<file path="src/rtl/seq_mac_pkg.sv">
package seq_mac_pkg;

  typedef enum logic {
    ARITH_UNSIGNED = 1'b0,
    ARITH_SIGNED   = 1'b1
  } arith_mode_e;

endpackage

</file>
<file path="src/rtl/seq_mac_ctrl.sv">
module seq_mac_ctrl #(
  parameter int unsigned K = 8
) (
  input  logic clk_i,
  input  logic rst_ni,
  input  logic start_i,
  output logic load_o,
  output logic step_o,
  output logic last_o,
  output logic done_o
);

  localparam int unsigned CW = (K > 1) ? $clog2(K) : 1;
  localparam logic [CW-1:0] LAST_CNT = CW'(K - 1);

  logic          busy_q;
  logic [CW-1:0] cnt_q;
  logic          done_q;

  assign load_o = start_i & ~busy_q;
  assign step_o = busy_q;
  assign last_o = busy_q & (cnt_q == LAST_CNT);
  assign done_o = done_q;

  always_ff @(posedge clk_i or negedge rst_ni) begin
    if (!rst_ni) begin
      busy_q <= 1'b0;
      cnt_q  <= '0;
      done_q <= 1'b0;
    end else begin
      done_q <= last_o;
      if (load_o) begin
        busy_q <= 1'b1;
        cnt_q  <= '0;
      end else if (busy_q) begin
        if (last_o) begin
          busy_q <= 1'b0;
          cnt_q  <= '0;
        end else begin
          cnt_q <= cnt_q + 1'b1;
        end
      end
    end
  end

  AST_DONE_PULSE: assert property (@(posedge clk_i) disable iff (!rst_ni)
    done_o |=> !done_o);
  AST_DONE_AFTER_LAST: assert property (@(posedge clk_i) disable iff (!rst_ni)
    last_o |=> done_o);
  AST_START_IGNORED: assert property (@(posedge clk_i) disable iff (!rst_ni)
    (step_o && start_i && !last_o) |=> (step_o && !done_o));
  AST_CNT_ADVANCE: assert property (@(posedge clk_i) disable iff (!rst_ni)
    (step_o && !last_o) |=> (cnt_q == $past(cnt_q) + 1'b1));

endmodule

</file>
<file path="src/rtl/seq_mac_addsub.sv">
module seq_mac_addsub
  import seq_mac_pkg::*;
#(
  parameter int unsigned K    = 8,
  parameter arith_mode_e MODE = ARITH_SIGNED
) (
  input  logic [K-1:0] acc_hi_i,
  input  logic [K-1:0] mcand_i,
  input  logic         add_en_i,
  input  logic         sub_en_i,
  output logic [K:0]   sum_o
);

  localparam int unsigned W = K + 1;

  logic [W-1:0] hi_ext;
  logic [W-1:0] a_ext;
  logic [W-1:0] opnd;
  logic         cin;

  // one extra bit: sign copy in signed mode, zero in unsigned mode
  generate
    if (MODE == ARITH_SIGNED) begin : g_sext
      assign hi_ext = {acc_hi_i[K-1], acc_hi_i};
      assign a_ext  = {mcand_i[K-1], mcand_i};
    end else begin : g_zext
      assign hi_ext = {1'b0, acc_hi_i};
      assign a_ext  = {1'b0, mcand_i};
    end
  endgenerate

  always_comb begin
    opnd = '0;
    cin  = 1'b0;
    if (sub_en_i) begin
      opnd = ~a_ext;
      cin  = 1'b1;
    end else if (add_en_i) begin
      opnd = a_ext;
    end
  end

  assign sum_o = hi_ext + opnd + W'(cin);

endmodule

</file>
<file path="src/rtl/seq_mac_acc.sv">
module seq_mac_acc #(
  parameter int unsigned K = 8
) (
  input  logic           clk_i,
  input  logic           rst_ni,
  input  logic           load_i,
  input  logic           step_i,
  input  logic [K-1:0]   x_i,
  input  logic [K-1:0]   y_i,
  input  logic [K:0]     sum_i,
  output logic [K-1:0]   hi_o,
  output logic           mbit_o,
  output logic [2*K-1:0] prod_o
);

  logic [K-1:0] hi_q;
  logic [K-1:0] lo_q;

  always_ff @(posedge clk_i or negedge rst_ni) begin
    if (!rst_ni) begin
      hi_q <= '0;
      lo_q <= '0;
    end else if (load_i) begin
      hi_q <= y_i;
      lo_q <= x_i;
    end else if (step_i) begin
      // shift right: sum bit 0 becomes a finished product bit
      hi_q <= sum_i[K:1];
      lo_q <= {sum_i[0], lo_q[K-1:1]};
    end
  end

  assign hi_o   = hi_q;
  assign mbit_o = lo_q[0];
  assign prod_o = {hi_q, lo_q};

  AST_LOAD_OPERANDS: assert property (@(posedge clk_i) disable iff (!rst_ni)
    load_i |=> (hi_q == $past(y_i) && lo_q == $past(x_i)));
  AST_HOLD_IDLE: assert property (@(posedge clk_i) disable iff (!rst_ni)
    (!load_i && !step_i) |=> $stable(prod_o));

endmodule

</file>
<file path="src/rtl/seq_mul_add.sv">
module seq_mul_add
  import seq_mac_pkg::*;
#(
  parameter int unsigned K    = 8,
  parameter arith_mode_e MODE = ARITH_SIGNED
) (
  input  logic           clk_i,
  input  logic           rst_ni,
  input  logic           start_i,
  input  logic [K-1:0]   a_i,
  input  logic [K-1:0]   x_i,
  input  logic [K-1:0]   y_i,
  output logic           done_o,
  output logic [2*K-1:0] p_o
);

  logic         load, step, last;
  logic         mbit;
  logic [K-1:0] hi;
  logic [K:0]   sum;
  logic         add_en, sub_en;

  seq_mac_ctrl #(.K(K)) ctrl_i (
    .clk_i  (clk_i),
    .rst_ni (rst_ni),
    .start_i(start_i),
    .load_o (load),
    .step_o (step),
    .last_o (last),
    .done_o (done_o)
  );

  // a negative multiplier's top bit has negative weight: subtract on the last step
  generate
    if (MODE == ARITH_SIGNED) begin : g_neg_msb
      assign sub_en = step & last & mbit;
    end else begin : g_pos_msb
      assign sub_en = 1'b0;
    end
  endgenerate
  assign add_en = step & mbit & ~sub_en;

  seq_mac_addsub #(.K(K), .MODE(MODE)) addsub_i (
    .acc_hi_i(hi),
    .mcand_i (a_i_q),
    .add_en_i(add_en),
    .sub_en_i(sub_en),
    .sum_o   (sum)
  );

  seq_mac_acc #(.K(K)) acc_i (
    .clk_i  (clk_i),
    .rst_ni (rst_ni),
    .load_i (load),
    .step_i (step),
    .x_i    (x_i),
    .y_i    (y_i),
    .sum_i  (sum),
    .hi_o   (hi),
    .mbit_o (mbit),
    .prod_o (p_o)
  );

  // multiplicand captured at start so the caller may change a_i afterwards
  logic [K-1:0] a_i_q;
  always_ff @(posedge clk_i or negedge rst_ni) begin
    if (!rst_ni)   a_i_q <= '0;
    else if (load) a_i_q <= a_i;
  end

  AST_MCAND_HELD: assert property (@(posedge clk_i) disable iff (!rst_ni)
    (step && !load) |=> $stable(a_i_q));
  AST_NO_SUB_UNSIGNED: assert property (@(posedge clk_i) disable iff (!rst_ni)
    (MODE == ARITH_UNSIGNED) |-> !sub_en);
  AST_SUB_LAST_ONLY: assert property (@(posedge clk_i) disable iff (!rst_ni)
    sub_en |=> done_o);

endmodule

</file>
<file path="config.mk">
export PLATFORM = sky130hd
export DESIGN_NAME = seq_mul_add
export DESIGN_NICKNAME = d
export VERILOG_FILES = /design/src/rtl/seq_mac_pkg.sv /design/src/rtl/seq_mac_ctrl.sv /design/src/rtl/seq_mac_addsub.sv /design/src/rtl/seq_mac_acc.sv /design/src/rtl/seq_mul_add.sv
export SDC_FILE = /design/constraint.sdc
export NUM_CORES = 1
export LEC_CHECK = 0
export BUFFER_PORTS_ARGS = -buffer_cell sky130_fd_sc_hd__buf_2
export CORE_MARGIN = 2
export CORE_UTILIZATION = 55
export CTS_BUF_LIST = sky130_fd_sc_hd__clkbuf_4
export CTS_CLUSTER_DIAMETER = 200
export CTS_CLUSTER_SIZE = 30
export DETAILED_ROUTE_END_ITERATION = 8
export GPL_TIMING_DRIVEN = 0
export PLACE_DENSITY = 0.93
export SETUP_SLACK_MARGIN = 0.4
export SLEW_MARGIN = 10
export SYNTH_ARGS = -nofsm -noshare
export SYNTH_HDL_FRONTEND = slang
export SYNTH_HIERARCHICAL = 1
export SYNTH_SLANG_ARGS = --single-unit
</file>
<file path="constraint.sdc">
create_clock -name clk_i -period 4.3 [get_ports clk_i]
set_input_delay 1.29 -clock clk_i [delete_from_list [all_inputs] [get_ports clk_i]]
set_output_delay 1.29 -clock clk_i [all_outputs]
set_load 0.05 [all_outputs]
</file>
==> summary.md <==
| Metric | Value |
|---|---|
| Status | `completed` |
| EDFF count, synth | `0` |
| Final period utilization | `0.838` |
| Syn Inst Count | `around 190` |
| Die height | `62.0 um` |
| Core area | `0.00328 mm2` |
| Crit path largest cell delay | `~450 ps` |
| Initial antenna violation count | `0` |
| Setup TNS | `0 ps` |
| Seq/Total Area, Yosys | `0.393` |
| Ys async rst share | `1.00` |
| CP bufs+invs | `0` |
| Setup-failing EPs final | `0` |
| ANT nets after route | `0` |
| # clock sinks | `29` |
| Sequential cell area | `726 um2` |
| Clock buffer depth | `2` |
| Min cycle time layout | `around 3600 ps` |
| Layout cells sized above 1 | `0.326` |
| Synth Flop Type | `dfrtp_1` |
| Layout area overhead | `17.7%` |
| Synth warnings | `6` |
| Clock Latency Late Sink | `around 330 ps` |
| DR WL/cell | `about 13 um` |
| Max cap viols | `0` |
| CTS tree | `yes` |
| ANT cells | `0` |
| Min-delay worst type | `reg2reg` |
| Most common cell after layout, fill and taps aside | `buf_2` |
| Clk root buf | `clkbuf_4` |
| Hold-fix buffers at CTS | `0` |
| Vias in the first global route | `about 1300` |
| Die area | `0.00384 mm2` |
| GRT Util Overall | `0.214` |
| Worst path slowest cell | `fa_1` |
| Fmax | `0.278 GHz` |
| CP delay by family, top | `adder cells` |
| Syn_nets | `approximately 220` |
| Commonest cells after routing, fill and taps aside | `44 x buf_2, 29 x dfrtp_1, 23 x nand2_1` |
| Residual DRC count | `0` |
| Setup clock skew after layout | `between 8 and 9 ps` |
| Std-Cell Rows | `21` |
| Global-route wire length before repair | `5810 um` |
| Unrepaired setup endpoints after global routing | `false` |
| Setup bufs post-CTS | `0` |
| IO Count | `44` |
| Total CTS buffers | `5` |
| CP arrival | `~3800 ps` |
| CP Max Fanout | `7` |
| Post-DP HPWL | `2730 um` |
| Initial drt markers | `22` |
| Max-slew violations | `0` |
| Worst Path Required | `around 4500 ps` |
| Final Hold Vio Count | `0` |
| Initial core utilization | `0.563` |
| Via density | `5.28` |
| Mapped Area | `about 0.0018 mm2` |
| Clock slew at reported path FFs | `about 100 ps` |
| Syn avg cell area | `roughly 10 um2` |
| Gpl congestion | `a little under 0.9` |
| Worst-path cell chain | `ha_1 > ha_1 > and2_2 > and3b_1 > nor2b_1 > mux2i_1 > fa_1 > fa_1 > nor2b_4 > o21ai_0 > a21oi_1 > o22ai_1 > mux2i_1 > o21ai_0` |
| Nets | `roughly 270` |
| First-pass iteration count of the detailed router | `4` |
| #FFs+latches synth | `29` |
| Count of distinct cell types in the synthesized netlist | `40` |
| Critical Path Sink Type | `flip-flop` |
| Max_slew headroom | `0.576` |
| IO Port Bufs | `between 40 and 50` |
| Routed WL | `around 3700 um` |
| H-tree depth | `2` |
| Largest net degree at the start of global routing | `30` |
| Die X | `~62 um` |
| Final-layout fill cell count | `299` |
| Area occupied by multi-input gates | `958 um2` |
| CP Class | `reg2reg` |
| Worst Tran Pin Value | `637 ps` |
| Via count | `1489` |
| Resize count post-CTS | `0` |
| Crit start category | `flip-flop` |
| Final global-route overflow total | `0` |
==> cell families (layout without fill, tap and decap cells) <==
logic type | Yosys count | in the layout | synth area share
compound gates | 43 | 43 | 0.133
xor+xnor | 2 | 2 | 0.00948
fa+ha+maj | 11 | 11 | 0.0826
buf+inv | 26 | 77 | 0.0887
flops | 29 | 29 | 0.393
mux | 26 | 26 | 0.162
simple gates | 48 | 48 | 0.131
==> worst register-to-register path, delay by kind of cell, from the launching register on <==
| kind | cells | cell delay [ps] |
|---|---|---|
| and+or+nand+nor | 4 | 980 |
| adders and majority gates | 4 | 1300 |
| AOI/OAI and AO/OA | 4 | 450 |
| DFF | 1 | 410 |
| muxes | 2 | 350 |
==> synthesized netlist by cell type (2+ instances only) <==
cell type | count | area share
ha_1 | 9 | 0.061
mux2i_1 | 18 | 0.097
mux2_4 | 8 | 0.065
clkbuf_1 | 3 | 0.0061
nand2_1 | 23 | 0.047
nor2b_1 | 2 | 0.0068
inv_1 | 9 | 0.018
buf_4 | 9 | 0.037
dfrtp_1 | 29 | 0.39
xnor2_1 | 2 | 0.0095
nor3b_1 | 2 | 0.0081
nand2b_1 | 2 | 0.0068
nand3_1 | 4 | 0.011
o21ai_0 | 18 | 0.049
buf_6 | 2 | 0.012
nor2_1 | 6 | 0.012
a21oi_1 | 6 | 0.016
fa_1 | 2 | 0.022
o21ai_1 | 10 | 0.027
==> sequential cells by signal, summed over array words and instances (netlist names) <==
| signal | flops |
|---|---|
| a_i_q | 8 |
| acc_i/hi_o | 8 |
| acc_i/lo_q | 8 |
| ctrl_i/cnt_q | 3 |
| ctrl_i/done_o | 1 |
| ctrl_i/step_o | 1 |
==> final cells by class <==
type | instances | share of cell area
Timing Repair Buffer | 43 | 0.0989
Inverter | 10 | 0.0173
Clock buffer | 6 | 0.0207
Sequential cell | 29 | 0.334
Tap cell | 46 | 0.0265
Clock inverter | 2 | 0.00460
Multi-Input combinational cell | 130 | 0.440
Buffer | 16 | 0.0581
==> path summary, 6_finish.rpt <==
path                                             start                           to  slack [ps]  cells after the start
max                        ctrl_i/cnt_q[0]$_DFFE_PN0P_    acc_i/hi_o[7]$_DFFE_PN0P_         700                     14
min in group asynchronous                       rst_ni    acc_i/lo_q[5]$_DFFE_PN0P_         970                      1
max reg2reg                ctrl_i/cnt_q[0]$_DFFE_PN0P_    acc_i/hi_o[7]$_DFFE_PN0P_         700                     14
max in group asynchronous                       rst_ni         a_i_q[2]$_DFFE_PN0P_        2920                      1
min                        ctrl_i/cnt_q[2]$_DFFE_PN0P_  ctrl_i/cnt_q[2]$_DFFE_PN0P_         520                      1
min reg2reg                ctrl_i/cnt_q[2]$_DFFE_PN0P_  ctrl_i/cnt_q[2]$_DFFE_PN0P_         520                      1
==> metrics by stage <==
step	utilization	cells	hold WS (ps)	setup slack (ps)	area, um2
2_1_floorplan	-	185	470	1100	1850
3_3_place_gp	0.646	274	483	822	2120
3_5_place_dp	0.646	274	492	757	2120
4_1_cts	0.662	282	519	714	2180
5_1_grt	0.662	282	530	465	2180
6_report	0.662	282	517	697	2180
==> per-layer routing <==
layer	track usage	routed length (um)	up-vias
li1	-	-	739
met1	0.266	1660	702
met2	0.338	1720	36
met3	0.0580	162	12
met4	0.112	115	0
met5	0	0	-
Power is left out: the tool's default activity adds up to more than one toggle a clock period on the data nets, which glitch-free logic cannot reach.
